### src/rtl/sl_pkg.sv
package sl_pkg;

    typedef enum logic [1:0] {
        HK_ADDR = 2'd0,
        HK_DATA = 2'd1,
        HK_CMD  = 2'd2,
        HK_RSVD = 2'd3
    } host_kind_e;

    typedef enum logic {
        RS_PARAM  = 1'b0,
        RS_TARGET = 1'b1
    } ram_sel_e;

    typedef enum logic {
        SQ_IDLE = 1'b0,
        SQ_XFER = 1'b1
    } seq_state_e;

    localparam int CMD_PARAM_BIT  = 0;
    localparam int CMD_TARGET_BIT = 1;
    localparam int CMD_W          = 2;

endpackage

### src/rtl/sl_host_decode.sv
module sl_host_decode
    import sl_pkg::*;
#(
    parameter int NUM_SLOTS = 5,
    parameter int SLOT_W    = 3
) (
    input  logic              wr_en_i,
    input  logic [1:0]        wr_kind_i,
    input  logic [SLOT_W-1:0] wr_slot_i,
    input  logic [CMD_W-1:0]  wr_cmd_bits_i,
    input  logic              busy_i,
    output logic              addr_we_o,
    output logic              data_we_o,
    output logic [CMD_W-1:0]  cmd_set_o
);

    localparam logic [SLOT_W:0] SLOT_LIMIT = (SLOT_W+1)'(NUM_SLOTS);

    logic accept;
    logic slot_ok;
    host_kind_e kind;

    always_comb begin
        kind      = host_kind_e'(wr_kind_i);
        accept    = wr_en_i && !busy_i;
        slot_ok   = ({1'b0, wr_slot_i} < SLOT_LIMIT);
        addr_we_o = accept && slot_ok && (kind == HK_ADDR);
        data_we_o = accept && slot_ok && (kind == HK_DATA);
        cmd_set_o = (accept && (kind == HK_CMD)) ? wr_cmd_bits_i : '0;
    end

endmodule

### src/rtl/sl_slot_bank.sv
module sl_slot_bank #(
    parameter int NUM_SLOTS = 5,
    parameter int SLOT_W    = 3,
    parameter int ADDR_W    = 12,
    parameter int DATA_W    = 24
) (
    input  logic                             clk,
    input  logic                             rst_n,
    input  logic                             addr_we_i,
    input  logic                             data_we_i,
    input  logic [SLOT_W-1:0]                slot_i,
    input  logic [DATA_W-1:0]                val_i,
    input  logic                             clr_en_i,
    input  logic [SLOT_W-1:0]                clr_slot_i,
    output logic [NUM_SLOTS-1:0][ADDR_W-1:0] slot_addr_o,
    output logic [NUM_SLOTS-1:0][DATA_W-1:0] slot_data_o,
    output logic [NUM_SLOTS-1:0]             slot_fresh_o
);

    typedef struct packed {
        logic [NUM_SLOTS-1:0][ADDR_W-1:0] addr;
        logic [NUM_SLOTS-1:0][DATA_W-1:0] data;
        logic [NUM_SLOTS-1:0]             fresh;
    } bank_t;

    bank_t bank_d, bank_q;

    logic [NUM_SLOTS-1:0] hit_addr;
    logic [NUM_SLOTS-1:0] hit_data;
    logic [NUM_SLOTS-1:0] hit_clr;

    for (genvar g = 0; g < NUM_SLOTS; g++) begin : g_slot_match
        assign hit_addr[g] = addr_we_i && (slot_i == SLOT_W'(g));
        assign hit_data[g] = data_we_i && (slot_i == SLOT_W'(g));
        assign hit_clr[g]  = clr_en_i  && (clr_slot_i == SLOT_W'(g));
    end

    always_comb begin
        bank_d = bank_q;
        for (int i = 0; i < NUM_SLOTS; i++) begin
            if (hit_addr[i]) begin
                bank_d.addr[i] = val_i[ADDR_W-1:0];
            end
            if (hit_data[i]) begin
                bank_d.data[i]  = val_i;
                bank_d.fresh[i] = 1'b1;
            end
            if (hit_clr[i]) begin
                bank_d.fresh[i] = 1'b0;
            end
        end
    end

    always_ff @(posedge clk) begin
        if (!rst_n) begin
            bank_q <= '0;
        end else begin
            bank_q <= bank_d;
        end
    end

    assign slot_addr_o  = bank_q.addr;
    assign slot_data_o  = bank_q.data;
    assign slot_fresh_o = bank_q.fresh;

    // a data write leaves its slot marked fresh
    assert_fresh_set_R2: assert property (@(posedge clk) disable iff (!rst_n)
        data_we_i |=> slot_fresh_o[$past(slot_i)]);

    // only a fresh slot is cleared, and it is clear afterwards
    assert_clear_only_fresh_R6: assert property (@(posedge clk) disable iff (!rst_n)
        clr_en_i |-> slot_fresh_o[clr_slot_i]);

    assert_cleared_after_copy_R6: assert property (@(posedge clk) disable iff (!rst_n)
        clr_en_i |=> !slot_fresh_o[$past(clr_slot_i)]);

endmodule

### src/rtl/sl_sequencer.sv
module sl_sequencer
    import sl_pkg::*;
#(
    parameter int NUM_SLOTS = 5,
    parameter int SLOT_W    = 3,
    parameter int ADDR_W    = 12,
    parameter int DATA_W    = 24
) (
    input  logic                             clk,
    input  logic                             rst_n,
    input  logic                             frame_strobe_i,
    input  logic [CMD_W-1:0]                 cmd_set_i,
    input  logic [NUM_SLOTS-1:0][ADDR_W-1:0] slot_addr_i,
    input  logic [NUM_SLOTS-1:0][DATA_W-1:0] slot_data_i,
    input  logic [NUM_SLOTS-1:0]             slot_fresh_i,
    output logic                             clr_en_o,
    output logic [SLOT_W-1:0]                clr_slot_o,
    output logic                             busy_o,
    output logic [CMD_W-1:0]                 cmd_o,
    output logic                             ram_we_o,
    output logic                             ram_sel_o,
    output logic [ADDR_W-1:0]                ram_addr_o,
    output logic [DATA_W-1:0]                ram_data_o
);

    localparam logic [SLOT_W-1:0] LAST_IDX = SLOT_W'(NUM_SLOTS - 1);

    typedef struct packed {
        seq_state_e         st;
        ram_sel_e           sel;
        logic [SLOT_W-1:0]  idx;
        logic [CMD_W-1:0]   cmd;
        logic               we;
        ram_sel_e           rsel;
        logic [ADDR_W-1:0]  raddr;
        logic [DATA_W-1:0]  rdata;
    } seq_t;

    seq_t seq_d, seq_q;

    logic              pick_fresh;
    logic [ADDR_W-1:0] pick_addr;
    logic [DATA_W-1:0] pick_data;

    // slot multiplexer for the current scan position
    always_comb begin
        pick_fresh = 1'b0;
        pick_addr  = '0;
        pick_data  = '0;
        for (int i = 0; i < NUM_SLOTS; i++) begin
            if (seq_q.idx == SLOT_W'(i)) begin
                pick_fresh = slot_fresh_i[i];
                pick_addr  = slot_addr_i[i];
                pick_data  = slot_data_i[i];
            end
        end
    end

    always_comb begin
        seq_d      = seq_q;
        seq_d.we   = 1'b0;
        seq_d.cmd  = seq_q.cmd | cmd_set_i;
        clr_en_o   = 1'b0;
        clr_slot_o = seq_q.idx;

        unique case (seq_q.st)
            SQ_IDLE: begin
                if (frame_strobe_i && (|seq_q.cmd)) begin
                    seq_d.st  = SQ_XFER;
                    seq_d.idx = '0;
                    seq_d.sel = seq_q.cmd[CMD_PARAM_BIT] ? RS_PARAM : RS_TARGET;
                end
            end
            SQ_XFER: begin
                seq_d.we = pick_fresh;
                clr_en_o = pick_fresh;
                if (pick_fresh) begin
                    seq_d.rsel  = seq_q.sel;
                    seq_d.raddr = pick_addr;
                    seq_d.rdata = pick_data;
                end
                if (seq_q.idx == LAST_IDX) begin
                    seq_d.st = SQ_IDLE;
                    if (seq_q.sel == RS_PARAM) begin
                        seq_d.cmd[CMD_PARAM_BIT] = 1'b0;
                    end else begin
                        seq_d.cmd[CMD_TARGET_BIT] = 1'b0;
                    end
                end else begin
                    seq_d.idx = seq_q.idx + SLOT_W'(1);
                end
            end
            default: seq_d.st = SQ_IDLE;
        endcase
    end

    always_ff @(posedge clk) begin
        if (!rst_n) begin
            seq_q <= '{st: SQ_IDLE, sel: RS_PARAM, idx: '0, cmd: '0, we: 1'b0,
                       rsel: RS_PARAM, raddr: '0, rdata: '0};
        end else begin
            seq_q <= seq_d;
        end
    end

    assign busy_o     = (seq_q.st == SQ_XFER);
    assign cmd_o      = seq_q.cmd;
    assign ram_we_o   = seq_q.we;
    assign ram_sel_o  = seq_q.rsel;
    assign ram_addr_o = seq_q.raddr;
    assign ram_data_o = seq_q.rdata;

    // a RAM write only follows a scan cycle
    assert_write_in_xfer_R3: assert property (@(posedge clk) disable iff (!rst_n)
        seq_q.we |-> $past(seq_q.st == SQ_XFER));

    // scan position advances by one each clock
    assert_ascending_step_R4: assert property (@(posedge clk) disable iff (!rst_n)
        (seq_q.st == SQ_XFER && seq_q.idx != '0)
            |-> ($past(seq_q.st == SQ_XFER) && seq_q.idx == $past(seq_q.idx) + SLOT_W'(1)));

    // a command bit only falls at the end of its own copy
    assert_param_clear_R9: assert property (@(posedge clk) disable iff (!rst_n)
        $fell(seq_q.cmd[CMD_PARAM_BIT])
            |-> $past(seq_q.st == SQ_XFER && seq_q.sel == RS_PARAM && seq_q.idx == LAST_IDX));

    assert_target_clear_R9: assert property (@(posedge clk) disable iff (!rst_n)
        $fell(seq_q.cmd[CMD_TARGET_BIT])
            |-> $past(seq_q.st == SQ_XFER && seq_q.sel == RS_TARGET && seq_q.idx == LAST_IDX));

    // a pending parameter copy always wins the start
    assert_param_first_R10: assert property (@(posedge clk) disable iff (!rst_n)
        ($rose(busy_o) && $past(seq_q.cmd[CMD_PARAM_BIT])) |-> (seq_q.sel == RS_PARAM));

endmodule

### src/rtl/safeload_ctrl.sv
module safeload_ctrl
    import sl_pkg::*;
#(
    parameter int NUM_SLOTS = 5,
    parameter int ADDR_W    = 12,
    parameter int DATA_W    = 24,
    localparam int SLOT_W   = (NUM_SLOTS > 1) ? $clog2(NUM_SLOTS) : 1
) (
    input  logic              clk,
    input  logic              rst_n,
    input  logic              host_wr_en_i,
    input  logic [1:0]        host_wr_kind_i,
    input  logic [SLOT_W-1:0] host_wr_slot_i,
    input  logic [DATA_W-1:0] host_wr_val_i,
    input  logic              frame_strobe_i,
    output logic              cmd_param_o,
    output logic              cmd_target_o,
    output logic              ram_we_o,
    output logic              ram_sel_o,
    output logic [ADDR_W-1:0] ram_addr_o,
    output logic [DATA_W-1:0] ram_data_o
);

    logic                             busy;
    logic                             addr_we;
    logic                             data_we;
    logic [CMD_W-1:0]                 cmd_set;
    logic [CMD_W-1:0]                 cmd_q;
    logic                             clr_en;
    logic [SLOT_W-1:0]                clr_slot;
    logic [NUM_SLOTS-1:0][ADDR_W-1:0] slot_addr;
    logic [NUM_SLOTS-1:0][DATA_W-1:0] slot_data;
    logic [NUM_SLOTS-1:0]             slot_fresh;

    sl_host_decode #(
        .NUM_SLOTS (NUM_SLOTS),
        .SLOT_W    (SLOT_W)
    ) u_decode (
        .wr_en_i       (host_wr_en_i),
        .wr_kind_i     (host_wr_kind_i),
        .wr_slot_i     (host_wr_slot_i),
        .wr_cmd_bits_i (host_wr_val_i[CMD_W-1:0]),
        .busy_i        (busy),
        .addr_we_o     (addr_we),
        .data_we_o     (data_we),
        .cmd_set_o     (cmd_set)
    );

    sl_slot_bank #(
        .NUM_SLOTS (NUM_SLOTS),
        .SLOT_W    (SLOT_W),
        .ADDR_W    (ADDR_W),
        .DATA_W    (DATA_W)
    ) u_bank (
        .clk          (clk),
        .rst_n        (rst_n),
        .addr_we_i    (addr_we),
        .data_we_i    (data_we),
        .slot_i       (host_wr_slot_i),
        .val_i        (host_wr_val_i),
        .clr_en_i     (clr_en),
        .clr_slot_i   (clr_slot),
        .slot_addr_o  (slot_addr),
        .slot_data_o  (slot_data),
        .slot_fresh_o (slot_fresh)
    );

    sl_sequencer #(
        .NUM_SLOTS (NUM_SLOTS),
        .SLOT_W    (SLOT_W),
        .ADDR_W    (ADDR_W),
        .DATA_W    (DATA_W)
    ) u_seq (
        .clk            (clk),
        .rst_n          (rst_n),
        .frame_strobe_i (frame_strobe_i),
        .cmd_set_i      (cmd_set),
        .slot_addr_i    (slot_addr),
        .slot_data_i    (slot_data),
        .slot_fresh_i   (slot_fresh),
        .clr_en_o       (clr_en),
        .clr_slot_o     (clr_slot),
        .busy_o         (busy),
        .cmd_o          (cmd_q),
        .ram_we_o       (ram_we_o),
        .ram_sel_o      (ram_sel_o),
        .ram_addr_o     (ram_addr_o),
        .ram_data_o     (ram_data_o)
    );

    assign cmd_param_o  = cmd_q[CMD_PARAM_BIT];
    assign cmd_target_o = cmd_q[CMD_TARGET_BIT];

    // staged words do not move while a copy is running
    assert_hold_slots_busy_R11: assert property (@(posedge clk) disable iff (!rst_n)
        (busy && host_wr_en_i) |=> ($stable(slot_data) && $stable(slot_addr)));

    // nothing is pending right after reset
    assert_quiet_after_reset_R1: assert property (@(posedge clk)
        $rose(rst_n) |-> (!ram_we_o && cmd_q == '0 && slot_fresh == '0));

endmodule

### config.mk
export PLATFORM = sky130hd
export DESIGN_NAME = safeload_ctrl
export DESIGN_NICKNAME = d
export VERILOG_FILES = /design/src/rtl/sl_pkg.sv /design/src/rtl/sl_host_decode.sv /design/src/rtl/sl_slot_bank.sv /design/src/rtl/sl_sequencer.sv /design/src/rtl/safeload_ctrl.sv
export SDC_FILE = /design/constraint.sdc
export NUM_CORES = 1
export LEC_CHECK = 0
export BUFFER_PORTS_ARGS = -buffer_cell sky130_fd_sc_hd__clkbuf_2
export CAP_MARGIN = 20
export CORE_UTILIZATION = 40
export CTS_CLUSTER_DIAMETER = 120
export DETAILED_ROUTE_END_ITERATION = 12
export PLACE_DENSITY_LB_ADDON = 0.15
export SETUP_SLACK_MARGIN = 0.2
export SYNTH_ARGS = -nofsm -noshare
export SYNTH_HDL_FRONTEND = slang
export SYNTH_SLANG_ARGS = --single-unit
### constraint.sdc
create_clock -name clk -period 2.41 [get_ports clk]
set_input_delay 0.482 -clock clk [delete_from_list [all_inputs] [get_ports clk]]
set_output_delay 0.482 -clock clk [all_outputs]
set_load 0.01 [all_outputs]
==> summary.txt <==
Area after DPL - 10,700 sq um
placed instance count - 1,475
later-pin clock latency in the skew report - 0.53 ns
Sequential Area - 4610 sq um
clk sinks - 230
CTS root buffer - clkbuf_16
maxcap violations - 0
Final min period - 2.13 ns
Post-synth EDFFs - 0
Final Hold Viols - 0
Total Wirelength - 27.2 mm
maximum VDD drop - 0.423 mV
achievable clock frequency - 0.468 GHz
commonest non-fill, non-tap cell in the layout - nand2_1
Crit. End Element - register
antenna violations before repair - 0
fill count - 2,472
CTS H-Tree Depth - 1
max_slew headroom - 61.3%
CP Max Fanout - 23
global-route wire length before repair - 43.0 mm
gpl congestion - 0.707
#FFs+latches synth - 230
status - finished, final reports clean
# Post-CTS Setup Buffers - 0
number of vias per cell - 5.24
combinational share of power - 4.2%
total inserted antenna cells - 0
Nets - 1,212
Multi-input gate area - 4930 sq um
Tcrit/Tclk final - 88.6%
Mapped Area - 10,300 sq um
Die Y - 162 microns
post-layout util - 46.4%
ratio of cells with drive above 1 in the final layout - 14.3%
yosys synthesis warning count - 0
Finished Layout Cells - 1,522
total core area - 25,200 sq um
dpl hpwl - 15.7 mm
syn nets - 1,215
R2R setup slack - 0.28 ns
CTS clk-pin slew, worst paths - 0.06 ns
startpoint types - register
synth unique cells - 42
WS Path Type - reg -> reg
Initial Util - 40.9%
cell internal pwr - 6.42 mW
GRT Total Usage - 20.6%
sw power - 1.80 mW
P per Cell Area - 703 nW/um^2
Pleak - 4.03 nW
Final TNS setup - 0 ns
clock share of power - 49.1%
GR Overflow Total - 0
# DRC - 0
Die X - 162 microns
worst slew pin tran - 0.580 ns
Post-CTS Hold Buffers - 0
Post-DRT Antenna Nets - 0
DR iter-0 viols - 462
Syn Area/Cell - 8.75 sq um
CTS tree - done
commonest non-fill, non-tap cells in the layout - nand2_1 (285), dfxtp_1 (229), a21boi_0 (90)
setup violators final - 0
post-DR wirelength/cell - 17.9 microns
vias - 7,972
Worst Hold Class - in -> reg
Flop pwr share - 46.7%
switch share - 21.9%
Syn Inst Count - 1,177
Worst Path Arrival - 2.59 ns
design area - 11,700 sq um
max-slew violations - 0
synthesis-to-layout area growth - 13.6%
# IOs - 73
commonest register cell after synthesis - dfxtp_1
Rows - 58
CTS Buffer Depth - 3
IO buf count - 72
asr flop ratio synth - 0%
clk_skew - 0.00938 ns
1st-pass router iterations - 6
CTS buffer count - 26
DIE AREA - 26,400 sq um
pin count of the biggest net entering global routing - 86
worst path required time - 2.86 ns
sequential area share after synthesis - 44.7%
RSZ-0062 raised after global routing - false
vias in the first global route - 7,640
-- sequential cells by signal, indices dropped and copies added (netlist names) --
name,flops
u_bank.slot_data_o,120
u_bank.slot_addr_o,60
u_seq.ram_data_o,24
u_seq.ram_addr_o,12
u_bank.slot_fresh_o,5
u_seq.clr_slot_o,3
u_seq.cmd_o,2
u_seq.busy_o,1
u_seq.ram_sel_o,1
u_seq.ram_we_o,1
u_seq.seq_q,1
-- synth_stat cells, types with 4 or more instances --
| cell type | n | area share [%] |
|---|---|---|
| nand2_1 | 286 | 10 |
| inv_1 | 4 | 0.15 |
| clkbuf_1 | 71 | 2.6 |
| buf_4 | 47 | 3.4 |
| and2_1 | 4 | 0.24 |
| nand3b_1 | 39 | 2.8 |
| a21oi_1 | 45 | 2.2 |
| o22ai_1 | 72 | 4.4 |
| nand3_1 | 15 | 0.73 |
| nor2_1 | 7 | 0.26 |
| nor2b_1 | 79 | 4.8 |
| a21boi_1 | 18 | 1.3 |
| a21boi_0 | 90 | 6.6 |
| and3_1 | 4 | 0.24 |
| a221o_1 | 37 | 3.6 |
| ha_1 | 5 | 0.61 |
| dfxtp_1 | 230 | 45 |
| buf_1 | 4 | 0.15 |
| buf_2 | 17 | 0.83 |
| o21ai_0 | 5 | 0.24 |
| mux2i_1 | 73 | 7.1 |
-- final timing paths --
| check | from | endpoint | cells after the start |
|---|---|---|---|
| max reg2reg | u_seq.clr_slot_o[0] | u_bank.slot_fresh_o[2] | 8 |
| min | host_wr_val_i[20] | u_bank.slot_data_o[92] | 3 |
| max | u_seq.clr_slot_o[0] | u_bank.slot_fresh_o[2] | 8 |
| min reg2reg | u_bank.slot_data_o[82] | u_bank.slot_data_o[82] | 2 |
-- final cells by class --
class                      count  area share, %
clock inverter                 8          0.792
inverter                       4          0.128
clock buffer                  38           6.73
tap                          330           3.53
multi-input combinational    799           42.2
sequential                   230           39.4
timing repair buffer         113           7.24
-- per-stage QoR --
step                      setup WS, ns  hold slack (ns)  total power [mW]
after detailed placement         0.124            0.445              4.27
final                            0.275            0.244              8.22
after global routing             0.208            0.245              8.50
after CTS                        0.252            0.229              8.32
after floorplan                  0.235            0.435              4.15
after global placement           0.146            0.441              4.27
-- power groups by stage --
stage	Combinational, mW	Clock, mW	Sequential [mW]
finish	0.346	4.03	3.84
global route	0.376	4.28	3.84
CTS	0.347	4.13	3.84
detailed placement	0.347	0	3.93
global placement	0.347	0	3.93
floorplan	0.227	0	3.92
-- worst max-delay path, stage by stage, from the launching register on --
cell and delay [ns]:
dfxtp_1 0.35, ha_1 0.21, ha_1 0.23, buf_4 0.18, and3_1 0.16, a221o_2 0.39
buf_12 0.19, and2_1 0.18, a21oi_1 0.16
-- metal layers --
layer,global-route usage (%),routed length (microns),vias up
li1,-,-,3989
met3,2.98,1110,27
met5,0,0,-
met2,33.0,12300,131
met1,29.1,13400,3825
met4,4.85,397,0
-- cell families after synthesis --
logic type | count (synthesis) | share of synthesized area [%]
AND/OR/NAND/NOR | 448 | 21.0
AO/OA/AOI/OAI | 273 | 18.7
adder cells (fa/ha/maj) | 5 | 0.608
flip-flops | 230 | 44.7
buffers and inverters | 148 | 7.85
multiplexers | 73 | 7.10
-- what timing repair did --
| action | 4_1_cts | 5_1_grt |
|---|---|---|
| resized for setup | 1 | 7 |
| cloned | 0 | 1 |
| setup endpoints to repair | 39 | 40 |
| pin swaps | 0 | 2 |
Power figures use the tool's default switching activity.
